<file path="src/rtl/adcrd_pkg.sv">
package adcrd_pkg;
    typedef enum logic [2:0] {
        ST_IDLE,
        ST_WAIT,
        ST_LOW,
        ST_HIGH,
        ST_GAP
    } rd_state_e;
endpackage

</file>
<file path="src/rtl/adcrd_rdy_filter.sv">
// Two-flop synchroniser on the shared data/ready line plus a two-sample low qualifier.
module adcrd_rdy_filter (
    input  logic clk,
    input  logic rst_n,
    input  logic line_i,
    output logic line_s_o,
    output logic low_ok_o
);
    logic s1_q, s2_q, s3_q;
    logic s1_d, s2_d, s3_d;

    always_comb begin
        s1_d = line_i;
        s2_d = s1_q;
        s3_d = s2_q;
    end

    always_ff @(posedge clk or negedge rst_n) begin
        if (!rst_n) begin
            s1_q <= 1'b1;
            s2_q <= 1'b1;
            s3_q <= 1'b1;
        end else begin
            s1_q <= s1_d;
            s2_q <= s2_d;
            s3_q <= s3_d;
        end
    end

    assign line_s_o = s2_q;
    assign low_ok_o = !s2_q && !s3_q;

    // a qualified low needs the raw line to have been low two and three cycles earlier
    p_low_two_samples_r3: assert property (@(posedge clk) disable iff (!rst_n)
        low_ok_o |-> (!$past(line_i, 2) && !$past(line_i, 3)));
endmodule

</file>
<file path="src/rtl/adcrd_settle.sv">
// Counts completed words that must be discarded after a channel change.
module adcrd_settle #(
    parameter int SETTLE_WORDS = 2
) (
    input  logic clk,
    input  logic rst_n,
    input  logic chg_i,
    input  logic word_done_i,
    output logic discard_o
);
    localparam int SW = $clog2(SETTLE_WORDS + 2);

    logic [SW-1:0] left_q, left_d;

    always_comb begin
        left_d = left_q;
        if (chg_i)
            left_d = SW'(SETTLE_WORDS);
        else if (word_done_i && left_q != '0)
            left_d = left_q - 1'b1;
    end

    always_ff @(posedge clk or negedge rst_n) begin
        if (!rst_n) left_q <= '0;
        else        left_q <= left_d;
    end

    assign discard_o = (left_q != '0);

    generate
        if (SETTLE_WORDS > 0) begin : g_chk
            // a channel change always opens the discard window
            p_change_discards_r8: assert property (@(posedge clk) disable iff (!rst_n)
                chg_i |=> discard_o);
        end
    endgenerate
endmodule

</file>
<file path="src/rtl/adc_readout_ctrl.sv">
module adc_readout_ctrl #(
    parameter int HALF_DIV     = 10,
    parameter int BYTE_GAP     = 16,
    parameter int SETTLE_WORDS = 2,
    parameter int WORD_BITS    = 24
) (
    input  logic                 clk,
    input  logic                 rst_n,
    input  logic                 run_i,
    input  logic                 chan_req_i,
    input  logic                 byte_mode_i,
    input  logic                 sdo_rdy_i,
    output logic                 cs_n_o,
    output logic                 sclk_o,
    output logic                 chsel_o,
    output logic                 res_valid_o,
    output logic [WORD_BITS-1:0] res_data_o,
    output logic                 res_chan_o
);
    import adcrd_pkg::*;

    localparam int CNT_MAX = (HALF_DIV > BYTE_GAP) ? HALF_DIV : BYTE_GAP;
    localparam int CW      = $clog2(CNT_MAX + 1);
    localparam int BW      = $clog2(WORD_BITS + 1);

    typedef struct packed {
        rd_state_e            state;
        logic [CW-1:0]        cnt;
        logic [BW-1:0]        bits;
        logic [WORD_BITS-2:0] sh;
        logic                 armed;
        logic                 cs_n;
        logic                 sclk;
        logic                 chsel;
        logic                 valid;
        logic [WORD_BITS-1:0] data;
        logic                 chan;
    } rd_regs_t;

    rd_regs_t r_q, r_d;

    logic line_s, low_ok, discard;
    logic chg, done;
    logic [BW-1:0]        nb;
    logic [WORD_BITS-1:0] word;

    adcrd_rdy_filter u_filt (
        .clk      (clk),
        .rst_n    (rst_n),
        .line_i   (sdo_rdy_i),
        .line_s_o (line_s),
        .low_ok_o (low_ok)
    );

    adcrd_settle #(.SETTLE_WORDS(SETTLE_WORDS)) u_settle (
        .clk         (clk),
        .rst_n       (rst_n),
        .chg_i       (chg),
        .word_done_i (done),
        .discard_o   (discard)
    );

    always_comb begin
        r_d   = r_q;
        r_d.valid = 1'b0;
        chg   = 1'b0;
        done  = 1'b0;
        nb    = BW'(r_q.bits + 1'b1);
        word  = {r_q.sh, line_s};

        case (r_q.state)
            ST_IDLE: begin
                if (run_i) begin
                    r_d.cs_n  = 1'b0;
                    r_d.armed = 1'b0;
                    r_d.chsel = chan_req_i;
                    chg       = (chan_req_i != r_q.chsel);
                    r_d.state = ST_WAIT;
                end
            end
            ST_WAIT: begin
                if (chan_req_i != r_q.chsel) begin
                    r_d.chsel = chan_req_i;
                    chg       = 1'b1;
                end else if (r_q.armed && low_ok) begin
                    r_d.state = ST_LOW;
                    r_d.sclk  = 1'b0;
                    r_d.cnt   = '0;
                    r_d.bits  = '0;
                end else if (line_s) begin
                    r_d.armed = 1'b1;
                end
            end
            ST_LOW: begin
                if (r_q.cnt == CW'(HALF_DIV - 1)) begin
                    r_d.cnt   = '0;
                    r_d.sclk  = 1'b1;
                    r_d.state = ST_HIGH;
                end else begin
                    r_d.cnt = r_q.cnt + 1'b1;
                end
            end
            ST_HIGH: begin
                if (r_q.cnt == CW'(HALF_DIV - 1)) begin
                    r_d.cnt  = '0;
                    r_d.sh   = word[WORD_BITS-2:0];
                    r_d.bits = nb;
                    if (nb == BW'(WORD_BITS)) begin
                        done      = 1'b1;
                        r_d.state = ST_WAIT;
                        r_d.armed = 1'b0;
                        if (!discard) begin
                            r_d.valid = 1'b1;
                            r_d.data  = {~word[WORD_BITS-1], word[WORD_BITS-2:0]};
                            r_d.chan  = r_q.chsel;
                        end
                    end else if (byte_mode_i && nb[2:0] == 3'd0) begin
                        r_d.state = ST_GAP;
                    end else begin
                        r_d.sclk  = 1'b0;
                        r_d.state = ST_LOW;
                    end
                end else begin
                    r_d.cnt = r_q.cnt + 1'b1;
                end
            end
            ST_GAP: begin
                if (r_q.cnt == CW'(BYTE_GAP - 1)) begin
                    r_d.cnt   = '0;
                    r_d.sclk  = 1'b0;
                    r_d.state = ST_LOW;
                end else begin
                    r_d.cnt = r_q.cnt + 1'b1;
                end
            end
            default: r_d.state = ST_IDLE;
        endcase

        if (!run_i) begin
            r_d.state = ST_IDLE;
            r_d.cs_n  = 1'b1;
            r_d.sclk  = 1'b1;
            r_d.valid = 1'b0;
            r_d.cnt   = '0;
            r_d.bits  = '0;
            done      = 1'b0;
        end
    end

    always_ff @(posedge clk or negedge rst_n) begin
        if (!rst_n) begin
            r_q       <= '0;
            r_q.state <= ST_IDLE;
            r_q.cs_n  <= 1'b1;
            r_q.sclk  <= 1'b1;
        end else begin
            r_q <= r_d;
        end
    end

    assign cs_n_o      = r_q.cs_n;
    assign sclk_o      = r_q.sclk;
    assign chsel_o     = r_q.chsel;
    assign res_valid_o = r_q.valid;
    assign res_data_o  = r_q.data;
    assign res_chan_o  = r_q.chan;

    // releasing run deselects the converter on the next cycle
    p_cs_release_r2: assert property (@(posedge clk) disable iff (!rst_n)
        !run_i |=> (cs_n_o && sclk_o));
    // the serial clock rests high while deselected
    p_sclk_idle_r4: assert property (@(posedge clk) disable iff (!rst_n)
        cs_n_o |-> sclk_o);
    // the result strobe never lasts two cycles
    p_valid_pulse_r7: assert property (@(posedge clk) disable iff (!rst_n)
        res_valid_o |=> !res_valid_o);
    // channel select holds while a bit is being clocked
    p_chsel_hold_r8: assert property (@(posedge clk) disable iff (!rst_n)
        !sclk_o |=> $stable(chsel_o));
    // an abort never yields a result
    p_abort_quiet_r10: assert property (@(posedge clk) disable iff (!rst_n)
        !run_i |=> !res_valid_o);
endmodule

</file>
<file path="config.mk">
export PLATFORM = sky130hd
export DESIGN_NAME = adc_readout_ctrl
export DESIGN_NICKNAME = d
export VERILOG_FILES = /design/src/rtl/adcrd_pkg.sv /design/src/rtl/adcrd_rdy_filter.sv /design/src/rtl/adcrd_settle.sv /design/src/rtl/adc_readout_ctrl.sv
export SDC_FILE = /design/constraint.sdc
export NUM_CORES = 1
export LEC_CHECK = 0
export ABC_AREA = 1
export BUFFER_PORTS_ARGS = -buffer_cell sky130_fd_sc_hd__buf_2
export CAP_MARGIN = 5
export CORE_MARGIN = 2
export CORE_UTILIZATION = 53
export DETAILED_ROUTE_END_ITERATION = 7
export PLACE_DENSITY = 0.76
export REMOVE_ABC_BUFFERS = 1
export SLEW_MARGIN = 10
export SYNTH_ARGS = -nofsm -noshare
export SYNTH_HDL_FRONTEND = slang
export SYNTH_HIERARCHICAL = 1
export SYNTH_SLANG_ARGS = --single-unit
</file>
<file path="constraint.sdc">
create_clock -name clk -period 1.59 [get_ports clk]
set_input_delay 0.0795 -clock clk [delete_from_list [all_inputs] [get_ports clk]]
set_output_delay 0.0795 -clock clk [all_outputs]
set_load 0.005 [all_outputs]
</file>
==> metrics.txt <==
worst slew pin tran 368 ps; CTS HTree Levels 3; layout cells sized above 1 25.2%; RSZ-0062 raised after global routing true; Worst setup EP type flop; core area 6310 µm²; Total Die Area 7120 µm²; Worst setup SP type flop; failing checks negative setup slack; area grow syn2layout 17.4%; Met3 Routed Length 291 µm; Crit Path Class reg -> reg; post-synthesis adder-cell area fraction 2.56%; post-synthesis mux area share 0%; Port Buffer Count 34; Routed met2 length 3170 µm; CTS sink count 71; first-pass GRT wire length 11500 µm; Synth Cell Area 3420 µm²; max capacitance violation total 0; Tcrit/Tclk final 104%; max-slew violations 0; TritonCTS Buffers 9; WL final 6630 µm; slowest library cell on the worst path dfrtp_1; Worst path max stage delay 400 ps; uppermost layer routed met4; most common cell after layout, fill and taps aside nand2_1; initial core utilization 54.2%; most frequent CP cell nand2_2; register area share after synthesis 52.1%; worst setup margin -55.9 ps; GR Overflow Total 0; Hold Path Class in -> reg; crit-path max FO 3; initial antenna violation count 0; status finished, violations left; Tot GR Track Use 20.0%; DP Cell Count 512; starting DRC count in detailed routing 112; top-level I/O count 35; Clock transition at path regs 80 ps; FF+latch count, synth 71; final setup violation count 11; Synth Area in Compound Gates 3.99%; RD Place Congestion 0.936; Nets 469; clk_lat worst skew 340 ps; number of detailed-route iterations in the first pass 5; main combinational cell family by area after synthesis simple AND/OR/NAND/NOR gates; hpwl dp 4390 µm; Die W 84.4 µm; fmax 608 MHz; Layout Utilization 63.6%; clk buf depth 2; average cell area after synthesis 8.21 µm²; non-filler cells, final 538; Final Hold Fails 0; CTS root buffer clkbuf_8; antenna-violating nets left 0; commonest non-fill, non-tap cells in the layout 167 x nand2_1, 66 x dfrtp_1, 37 x nand3_1; cell count after synthesis 417; vias per cell 5.01; pre-CTS WS -124 ps; crit path cell chain ha_2, nand2_2, nor2_4, ha_4, nand3b_1, nand2_1, nand2_2, nand3b_1, inv_2, nand2_2, nand2_1; Worst Clk Skew 8.30 ps; largest net degree at the start of global routing 72; CTS tree built; via count of the first global-routing pass 2682; synth unique cells 24; CP required 1820 ps; worst path arrival time 1880 ps; Max VDD drop 0.798 mV; PwrDens 1030 nW/µm²; via count 2694; Leak 2.19 nW; Simple-Gate Fraction of Synth Area 30.2%; die height 84.4 µm; Synthesis Warnings 6; max_slew headroom 75.5%; WL met1 3130 µm; # rows 29; Antenna diodes 0; Post-Synth XOR/XNOR Area 0.256%; final critical-path required period 1650 ps; Remaining DRCs 0; WL/cell 12.3 µm
[kinds of logic after synthesis]
group	after synthesis
compound gates	26
xor+xnor	1
fa+ha+maj	7
buf+inv	68
flops	71
simple gates	244
[worst max-delay path, delay by kind of cell (launching register included)]
kind                       cells  cell delay [ps]
and+or+nand+nor                8              740
DFF                            1              400
buffers and inverters          1               50
adders and majority gates      2              360
[final timing paths]
check	startpoint	endpoint	slack [ps]	cells after the start
setup / recovery	r_q[58]	r_q[64]	-60	11
hold / removal	byte_mode_i	r_q[65]	10	3
setup reg to reg	r_q[58]	r_q[64]	-60	11
hold reg to reg	u_filt/s1_q	u_filt/line_s_o	360	0
max in group asynchronous	rst_n	u_filt/s1_q	970	3
min in group asynchronous	rst_n	r_q[55]	300	3
[timing repair]
item | in CTS | in global routing
gates resized for setup | 13 | 20
setup buffers | 4 | 3
endpoints found under the hold margin | 68 | 0
hold buffers | 3 | 0
pin swaps | 10 | 5
setup endpoints to repair | 33 | 56
[area by class of cell]
class	count	area [µm²]
timing repair buffer	67	473
clock buffer	9	124
multi-input combinational	278	1360
sequential	71	1780
tap	77	96.3
fill	541	2300
inverter	29	111
clock inverter	7	72.6
[Yosys cell counts]
master / number / area [µm²]
o21ai_0: 17 / 85.1
xnor2_1: 1 / 8.76
nor2_1: 14 / 52.6
ha_1: 7 / 87.6
dfrtp_1: 66 / 1650
o31ai_1: 1 / 7.51
buf_4: 24 / 180
nand2_1: 176 / 661
nand2_2: 2 / 12.5
inv_1: 25 / 93.8
nand3_1: 38 / 190
nor3_1: 2 / 10.0
o21a_1: 1 / 7.51
a21oi_1: 6 / 30.0
o22ai_1: 1 / 6.26
buf_2: 9 / 45.0
clkbuf_1: 4 / 15.0
nor2_4: 4 / 45.0
buf_6: 2 / 22.5
inv_2: 4 / 15.0
nand3b_1: 2 / 15.0
nand3_4: 1 / 17.5
dfstp_2: 5 / 131
nand4_1: 5 / 31.3
[stage by stage]
| stage | power, mW | instance area, µm² | hold WS, ps | TNS (ps) |
|---|---|---|---|---|
| floorplan | 2.43 | 3160 | -216 | -19430 |
| global placement | 2.70 | 3620 | 132 | -346 |
| detailed placement | 2.70 | 3620 | 135 | -2030 |
| CTS | 4.15 | 3930 | 14.3 | -25.1 |
| global route | 4.37 | 4020 | 26.6 | -4070 |
| finish | 4.14 | 4020 | 10.4 | -295 |
[routing by layer]
layer  up-vias  track usage (%)
met5         -                0
met1      1271             25.2
met3         4             4.82
met4         0             6.64
li1       1360                -
met2        59             34.2
[power by group]
group,switching [mW],internal [mW],leakage [nW]
combinational,0.445,0.291,1.13
clock,0.692,0.726,0.0956
sequential,0.0762,1.91,0.964
[flip-flops by register name (all words and copies together), names as in the netlist]
| register | cells |
|---|---|
| res_data_o | 24 |
| sclk_o | 1 |
| r_q | 37 |
| u_filt/s3_q | 1 |
| cs_n_o | 1 |
| chsel_o | 1 |
| u_filt/s1_q | 1 |
| res_valid_o | 1 |
| u_filt/line_s_o | 1 |
| res_chan_o | 1 |
| u_settle/left_q | 2 |
No activity file was read; power rests on OpenSTA's default activity.
